[src/rtl/lsb_serial_tx_pkg.sv]
package lsb_serial_tx_pkg;

    localparam int unsigned WORD_W = 32;

    typedef enum logic [1:0] {
        SZ_8   = 2'b00,
        SZ_16  = 2'b01,
        SZ_32  = 2'b10,
        SZ_32X = 2'b11
    } size_e;

    typedef enum logic [1:0] {
        ST_GAP  = 2'b00,
        ST_HIGH = 2'b01,
        ST_LOW  = 2'b10
    } state_e;

endpackage

[src/rtl/lsb_serial_tx_timer.sv]
module lsb_serial_tx_timer #(
    parameter int unsigned W = 16
) (
    input  logic         clk,
    input  logic         rst,
    input  logic [W-1:0] lim,
    output logic         expire
);
    logic [W-1:0] cnt_q;
    logic [W:0]   cnt_next;

    // A limit of zero expires on the first cycle, exactly like a limit of one.
    assign cnt_next = {1'b0, cnt_q} + (W+1)'(1);
    assign expire   = (cnt_next >= {1'b0, lim});

    always_ff @(posedge clk) begin
        if (rst) begin
            cnt_q <= '0;
        end else if (expire) begin
            cnt_q <= '0;
        end else begin
            cnt_q <= cnt_q + W'(1);
        end
    end
endmodule

[src/rtl/lsb_serial_tx_shifter.sv]
module lsb_serial_tx_shifter
    import lsb_serial_tx_pkg::*;
#(
    parameter int unsigned W = WORD_W
) (
    input  logic         clk,
    input  logic         rst,
    input  logic         load,
    input  logic [W-1:0] din,
    input  logic [1:0]   size_sel,
    input  logic         advance,
    output logic         lsb,
    output logic         last
);
    localparam int unsigned IDX_W = $clog2(W);

    logic [W-1:0]     sreg_q;
    logic [IDX_W-1:0] idx_q;
    logic [IDX_W-1:0] top_q;
    logic [IDX_W-1:0] top_d;

    always_comb begin
        unique case (size_e'(size_sel))
            SZ_8:    top_d = IDX_W'(7);
            SZ_16:   top_d = IDX_W'(15);
            default: top_d = IDX_W'(W - 1);
        endcase
    end

    always_ff @(posedge clk) begin
        if (rst) begin
            sreg_q <= '0;
            idx_q  <= '0;
            top_q  <= '0;
        end else if (load) begin
            sreg_q <= din;
            idx_q  <= '0;
            top_q  <= top_d;
        end else if (advance) begin
            sreg_q <= sreg_q >> 1;
            idx_q  <= idx_q + IDX_W'(1);
        end
    end

    assign lsb  = sreg_q[0];
    assign last = (idx_q == top_q);
endmodule

[src/rtl/lsb_serial_tx.sv]
module lsb_serial_tx
    import lsb_serial_tx_pkg::*;
#(
    parameter int unsigned HALF_W = 16,
    parameter int unsigned GAP_W  = 16
) (
    input  logic              clk,
    input  logic              rst,
    input  logic [WORD_W-1:0] din,
    input  logic [1:0]        size_sel,
    input  logic [HALF_W-1:0] half_per,
    input  logic [GAP_W-1:0]  gap_len,
    output logic              sdata,
    output logic              sclk,
    output logic              frame_done
);
    localparam int unsigned TMR_W = (HALF_W > GAP_W) ? HALF_W : GAP_W;

    state_e             state_q;
    state_e             state_d;
    logic [TMR_W-1:0]   lim;
    logic               expire;
    logic               bit_lsb;
    logic               bit_last;
    logic               t_start;
    logic               t_fall;
    logic               t_rise;
    logic               t_finish;

    assign lim = (state_q == ST_GAP) ? TMR_W'(gap_len) : TMR_W'(half_per);

    lsb_serial_tx_timer #(.W(TMR_W)) u_timer (
        .clk    (clk),
        .rst    (rst),
        .lim    (lim),
        .expire (expire)
    );

    lsb_serial_tx_shifter #(.W(WORD_W)) u_shift (
        .clk      (clk),
        .rst      (rst),
        .load     (t_start),
        .din      (din),
        .size_sel (size_sel),
        .advance  (t_rise),
        .lsb      (bit_lsb),
        .last     (bit_last)
    );

    // Next state and named transitions
    always_comb begin
        state_d  = state_q;
        t_start  = 1'b0;
        t_fall   = 1'b0;
        t_rise   = 1'b0;
        t_finish = 1'b0;
        unique case (state_q)
            ST_GAP: begin
                if (expire) begin
                    state_d = ST_HIGH;
                    t_start = 1'b1;
                end
            end
            ST_HIGH: begin
                if (expire) begin
                    state_d = ST_LOW;
                    t_fall  = 1'b1;
                end
            end
            ST_LOW: begin
                if (expire && bit_last) begin
                    state_d  = ST_GAP;
                    t_finish = 1'b1;
                end else if (expire) begin
                    state_d = ST_HIGH;
                    t_rise  = 1'b1;
                end
            end
            default: state_d = ST_GAP;
        endcase
    end

    // State register
    always_ff @(posedge clk) begin
        if (rst) begin
            state_q <= ST_GAP;
        end else begin
            state_q <= state_d;
        end
    end

    // Registered outputs
    always_ff @(posedge clk) begin
        if (rst) begin
            sclk       <= 1'b1;
            sdata      <= 1'b0;
            frame_done <= 1'b0;
        end else begin
            frame_done <= t_finish;
            if (t_fall) begin
                sclk  <= 1'b0;
                sdata <= bit_lsb;
            end else if (t_rise || t_finish) begin
                sclk <= 1'b1;
            end
            if (state_q == ST_GAP) begin
                sdata <= 1'b0;
            end
        end
    end
endmodule

[config.mk]
export PLATFORM = sky130hd
export DESIGN_NAME = lsb_serial_tx
export DESIGN_NICKNAME = d
export VERILOG_FILES = /design/src/rtl/lsb_serial_tx_pkg.sv /design/src/rtl/lsb_serial_tx_timer.sv /design/src/rtl/lsb_serial_tx_shifter.sv /design/src/rtl/lsb_serial_tx.sv
export SDC_FILE = /design/constraint.sdc
export NUM_CORES = 1
export LEC_CHECK = 0
export ABC_AREA = 1
export BUFFER_PORTS_ARGS = -buffer_cell sky130_fd_sc_hd__buf_2
export CAP_MARGIN = 25
export CORE_ASPECT_RATIO = 1.2
export CORE_UTILIZATION = 40
export CTS_BUF_LIST = sky130_fd_sc_hd__clkbuf_16
export DETAILED_ROUTE_END_ITERATION = 10
export MAX_ROUTING_LAYER = met4
export SLEW_MARGIN = 40
export SYNTH_ARGS = -nofsm -noshare
export SYNTH_HDL_FRONTEND = slang
export SYNTH_SLANG_ARGS = --single-unit
[constraint.sdc]
create_clock -name clk -period 3.55 [get_ports clk]
set_clock_uncertainty 0.15 [all_clocks]
set_input_delay 0.355 -clock clk [delete_from_list [all_inputs] [get_ports clk]]
set_output_delay 0.355 -clock clk [all_outputs]
set_load 0.02 [all_outputs]
---- Yosys cells after proc, flatten, opt, wreduce, memory -nomap -nowiden ----
Index checks and enable logic that the tools add are counted.
W data, S select, Z words.
storage, ports and cells
  bits in latches ......................... 0
  memory bits (writable) .................. 0
  flip-flop bits (word level) ............. 63
  logic and storage cells ................. 43
  memories kept ........................... 0
  output and inout bits ................... 3
  memory bits (read-only) ................. 0
cells by class
  $lt $le $gt $ge ......................... 1
  shifts and indexed selects .............. 0
  divide/modulo/power cells ............... 0
  mux-type cells .......................... 17
  bitwise operators ....................... 0
  multiply operators ...................... 0
  reductions and logical operators ........ 9
  add/subtract/negate cells ............... 3
  equal/unequal tests ..................... 5
operators by type and width
  operator                 number
  $mux W32                 2
  $add A16 B1 Y17 const B  1
  $ge A17 B16 Y1           1
  $add A16 B1 Y16 const B  1
  $mux W16                 1
  $pmux W5 S2              1
  $mux W1                  9
  $mux W2                  3
  $pmux W2 S3              1
  $reduce_or A2 Y1         3
  $add A5 B1 Y5 const B    1
  $eq A5 B5 Y1             1
  $eq A2 B1 Y1 const B     2
  $logic_not A2 Y1         2
  $reduce_bool A2 Y1       2
  $eq A2 B2 Y1 const B     1
  $ne A2 B2 Y1 const B     1
  $logic_and A1 B1 Y1      1
  $logic_or A1 B1 Y1       1

---- Logic depth before layout (Yosys ltp) ----
  depth in word-level cells ............... 9
  mapped depth ............................ 23
  gate-level depth less buffers ........... 21

---- Modules after synthesis ----
A second synthesis with hierarchy kept.
second synthesis, totals
  cells, all modules ...................... 544
  area total of the unflattened synthesis .. 3589.7 µm²
modules (own cells, without submodules)
  module                 seq. area each (µm²)  times used  area an instance (µm²)  cells each
  lsb_serial_tx_shifter  800.8                 1           1791.7                  270
  lsb_serial_tx_timer    320.3                 1           1378.8                  192
  lsb_serial_tx          100.1                 1           419.2                   82

---- Worst setup path before layout ----
OpenSTA, ideal clock, no wires.
  kind .................................... register to register
  start point ............................. reg state_q[0]
  end point ............................... reg state_q[0]
  path slack .............................. 0.504 ns
  arrival ................................. 2.769 ns
  library setup time ...................... 0.128 ns
  cell stages (with the launch flop) ...... 17
  path through ............................ dfxtp_1 -> nor2_1 -> clkbuf_1 -> buf_1 -> mux2i_1 -> ha_1 -> nand2_1 -> nand2_1 -> a21oi_1 -> o21ai_1 -> nor2_1 -> nand3_4 -> nand3_2 -> nand2_2 -> buf_4 -> nor2_1 -> nor2_1
between the ends
  word-level cells in the longest chain between the ends .. 6
RTL lines
  element                                                RTL line                                  source
  start: declaration                                     lsb_serial_tx.sv:19                       state_e state_q;
  start signal: assignment                               lsb_serial_tx.sv:88                       state_q <= state_d;
  $logic_not A2 Y1                                       lsb_serial_tx.sv:30, lsb_serial_tx.sv:57
  $mux W16                                               lsb_serial_tx.sv:30                       assign lim = (state_q == ST_GAP) ? TMR_W'(gap_len) : TMR_W'(half_per);
  $ge A17 B16 Y1                                         lsb_serial_tx_timer.sv:14                 assign expire = (cnt_next >= {1'b0, lim});
  $mux W2 / $logic_and A1 B1 Y1 (equally long branches)  n/a
  $mux W2                                                lsb_serial_tx.sv:71                       if (expire && bit_last) begin
  $pmux W2 S3                                            lsb_serial_tx.sv:57                       unique case (state_q)
Parallel ways exist; a longest one is shown, timed or not.
A chain may end at the register's enable or synchronous reset.

---- Worst setup path in the final report ----
  start point ............................. reg u_timer.cnt_q[0]
  end point ............................... reg u_shift.sreg_q[13]
between the ends
  word-level cells in the longest chain between the ends .. 6
RTL lines
  element                                                RTL line                                                       source
  start: declaration                                     lsb_serial_tx_timer.sv:9                                       logic [W-1:0] cnt_q;
  start signal: assignment                               lsb_serial_tx_timer.sv:22                                      cnt_q <= cnt_q + W'(1);
  $add A16 B1 Y17 (*)                                    lsb_serial_tx_timer.sv:13                                      assign cnt_next = {1'b0, cnt_q} + (W+1)'(1);
  via u_timer.cnt_next[13]                               lsb_serial_tx_timer.sv:10                                      logic [W:0] cnt_next;
  $ge A17 B16 Y1 (*)                                     lsb_serial_tx_timer.sv:14
  $mux W1 / $logic_and A1 B1 Y1 (equally long branches)  lsb_serial_tx.sv:59, lsb_serial_tx.sv:74, lsb_serial_tx.sv:71
  $mux W1                                                lsb_serial_tx.sv:71
  $mux W1                                                lsb_serial_tx.sv:57
  $reduce_bool A2 Y1 (no source line)                    n/a
  end signal: assignment                                 lsb_serial_tx_shifter.sv:36                                    sreg_q <= din;
  end signal: assignment                                 lsb_serial_tx_shifter.sv:40                                    sreg_q <= sreg_q >> 1;
  end: declaration                                       lsb_serial_tx_shifter.sv:17                                    logic [W-1:0] sreg_q;
Mark *: on every way through the listed nets, which the timed path passes. The rest lies on a longest branch.

==> impl_metrics.yaml <==
setup_path:
  crit_path_end_kind: "register"
  rrSetupSlack_ns: 0.34
  r2r-end: "u_shift.sreg_q[13]$_SDFFE_PP0P_"
  r2r_start: "u_timer.cnt_q[0]$_SDFF_PP0_"
  crit_path_start: "u_timer.cnt_q[0]$_SDFF_PP0_"
  crit_chain: "nand4_1 > nor2_1 > nand4_1 > nor2_4 > a31oi_1 > a21oi_1 > ha_1 > nand2_1 > nor2_1 > nand3_1 > nor2_1 > nor2_2 > nand3_4 > nand2_2 > buf_12 > nand2_1 > nand2_1 > nand2_1 > a21oi_1"
  slowest_stage: "dfxtp_2"
  cpMostUsedCell: "nand2_1"
  reg2reg_depth: 19
  worstSetupPathType: "reg2reg"
  cp_max_fo: 56
  slowest_delay_ns: 0.36
  cp.required_ns: 3.65
  arrival_ns: 3.31
  start_kind: "register"
timing:
  fin_hold_ws_ns: 0.121
  period_needed_ns: 3.21
  postLayoutSetupSlackWorst_ns: 0.343
  worstMarginPinSlew_ns: 0.695
  rsz0062_at_grt: "false"
  slew_violations: 0
  relSlewSlack: 0.537
  finalSetupViolations: 0
  tns_ns: 0
  timing.final.hold_violations: 0
  fmax_mhz: 312
  finalCritPeriodShare: 0.903
place:
  hpwl_um: 5740
  gp_congestion: 0.866
  place_ws_ns: 0.0351
  placed_area_um2: 3930
  dp.cells: 674
  port_buffers: 70
finish:
  drive_above_1_share: 0.193
  final_nets: 657
  utilization: 0.517
  final_area_um2: 4290
  nFillCells: 845
  area_growth_pct: 23.1
  final_common_cell: "nand2_1"
  final_cell_mix: "132 x nand2_1, 70 x buf_2, 67 x nand3_1, 60 x dfxtp_1, 54 x nor2_1"
  layoutNonFillerInstCount: 690
  diodes: 0
yosys:
  async_flop_share: 0
  netlist-cell-type-count: 33
  yosys.area.top_type: "dfxtp_1"
  syn_inst: 505
  ys_seq_area_frac: 0.350
  ys_ff_latch: 61
  synth_top_area_frac: 0.350
  synth_nets: 591
  synth_warnings: 0
  synth_edf_count: 0
  synth-main-ff-cell: "dfxtp_1"
  synthesis.area_um2: 3480
  synth.avg_cell_area_um2: 6.90
  synth_area_leaders: "dfxtp_1 35%, nand2_1 14%, nand3_1 9.6%"
detailed_routing:
  wire_per_inst_um: 11.8
  initialDrtViolationCount: 137
  first_pass_iters: 5
  avgViaCountPerCell: 4.93
  vias: 3402
  route.detailed.drc: 0
  ant_nets: 0
  drt_wl_total_um: 8130
die:
  start_util: 0.420
  die_width_um: 87.2
  die-area_um2: 9090
  pin_count: 71
  die_h_um: 104
  coreArea_um2: 8290
  std_cell_rows: 36
worst_hold_path:
  min_delay_worst_endpoint: "u_shift.top_q[3]$_SDFFE_PP0P_"
  hold_start: "size_sel[0]"
  min_path_type: "in2reg"
  worst_hold_path.num_cells: 3
global_routing:
  grt_pass1_wl_um: 13700
  first_global_vias: 3176
  antenna_found_initial: 0
  grt-ovfl-total: 0
  grtUsageTotal: 0.193
  grt_max_degree: 57
cts:
  htree_levels: 3
  cts_tree: "done"
  cts_resized: 0
  cts_buffers: 9
  holdBufCountCts: 0
  cts_buffer_depth: 2
  clock_sinks: 61
  cts.reportedPaths.clkPinSlew_ns: 0.05
  root_buffer: "clkbuf_16"
  clkLatencyLatePin_ns: 0.32
  cts_setup_buffers: 0
power:
  total_power_mw: 1.69
  ir_drop_v: 0.000247
  cellPowerDensity_nw_per_um2: 393
  power_leakage_nw: 2.07
outcome:
  status: "complete, no violations"
run:
  cap_viol_max_count: 0
state kept, by name (all words and copies together) (netlist names):
signal          flops
u_shift.sreg_q     32
sdata               1
u_shift.idx_q       5
sclk                1
frame_done          1
u_shift.top_q       3
state_q             2
u_timer.cnt_q      16
cell type report:
| class | count | area, um2 | share of cell area |
|---|---|---|---|
| clock buffer | 9 | 225 | 0.0525 |
| clock inverter | 7 | 90.1 | 0.0210 |
| inverter | 36 | 138 | 0.0321 |
| multi-input combinational | 383 | 2020 | 0.471 |
| sequential | 61 | 1220 | 0.285 |
| tap | 114 | 143 | 0.0333 |
| timing repair buffer | 80 | 450 | 0.105 |
critical path, delay by kind of cell (launching register included):
kind | cells | cell delay (ns)
AOI/OAI and AO/OA | 3 | 0.42
adders and majority gates | 1 | 0.25
buffers and inverters | 1 | 0.25
DFF | 1 | 0.36
and+or+nand+nor | 14 | 1.70
synth_stat cells (3+ instances only):
cell / count
a21oi_1: 40
buf_2: 9
buf_4: 5
clkbuf_1: 7
dfxtp_1: 61
ha_1: 18
inv_1: 34
mux2i_1: 15
nand2_1: 133
nand2_2: 3
nand3_1: 67
nand4_1: 12
nor2_1: 59
nor3_1: 7
xnor2_1: 5
xor2_1: 7
per-layer routing:
| metal | vias to the layer above | global-route usage | share of wire |
|---|---|---|---|
| met3 | 9 | 0.0317 | 0.039 |
| met5 | - | - | 0 |
| met1 | 1522 | 0.224 | 0.44 |
| li1 | 1791 | - | - |
| met2 | 80 | 0.330 | 0.51 |
| met4 | 0 | 0.0726 | 0.010 |
cell families (layout without fill, tap and decap cells):
group / Yosys count / count (layout) / synth area share
AND/OR/NAND/NOR: 287 / 287 / 0.355
flip-flops: 61 / 61 / 0.350
buffers and inverters: 61 / 132 / 0.0786
AO/OA/AOI/OAI: 51 / 51 / 0.0776
adder cells (fa/ha/maj): 18 / 18 / 0.0646
multiplexers: 15 / 15 / 0.0431
XOR/XNOR: 12 / 12 / 0.0302
power breakdown:
group          switching, mW  internal, mW
Clock                  0.303         0.610
Combinational         0.0406        0.0426
Sequential           0.00291         0.688
worst max path at each step:
| stage | end | slack [ns] | cells after the start |
|---|---|---|---|
| floorplan | state_q[0]$_SDFFE_PP0P_ | 0.50 | 16 |
| global placement | u_shift.sreg_q[14]$_SDFFE_PP0P_ | 0.14 | 19 |
| finish | u_shift.sreg_q[13]$_SDFFE_PP0P_ | 0.34 | 19 |
| CTS | u_shift.sreg_q[26]$_SDFFE_PP0P_ | 0.007 | 19 |
| global route | u_shift.sreg_q[30]$_SDFFE_PP0P_ | 0.0006 | 19 |
| detailed placement | u_shift.sreg_q[10]$_SDFFE_PP0P_ | 0.04 | 19 |
(Power assumes the default switching activity.)
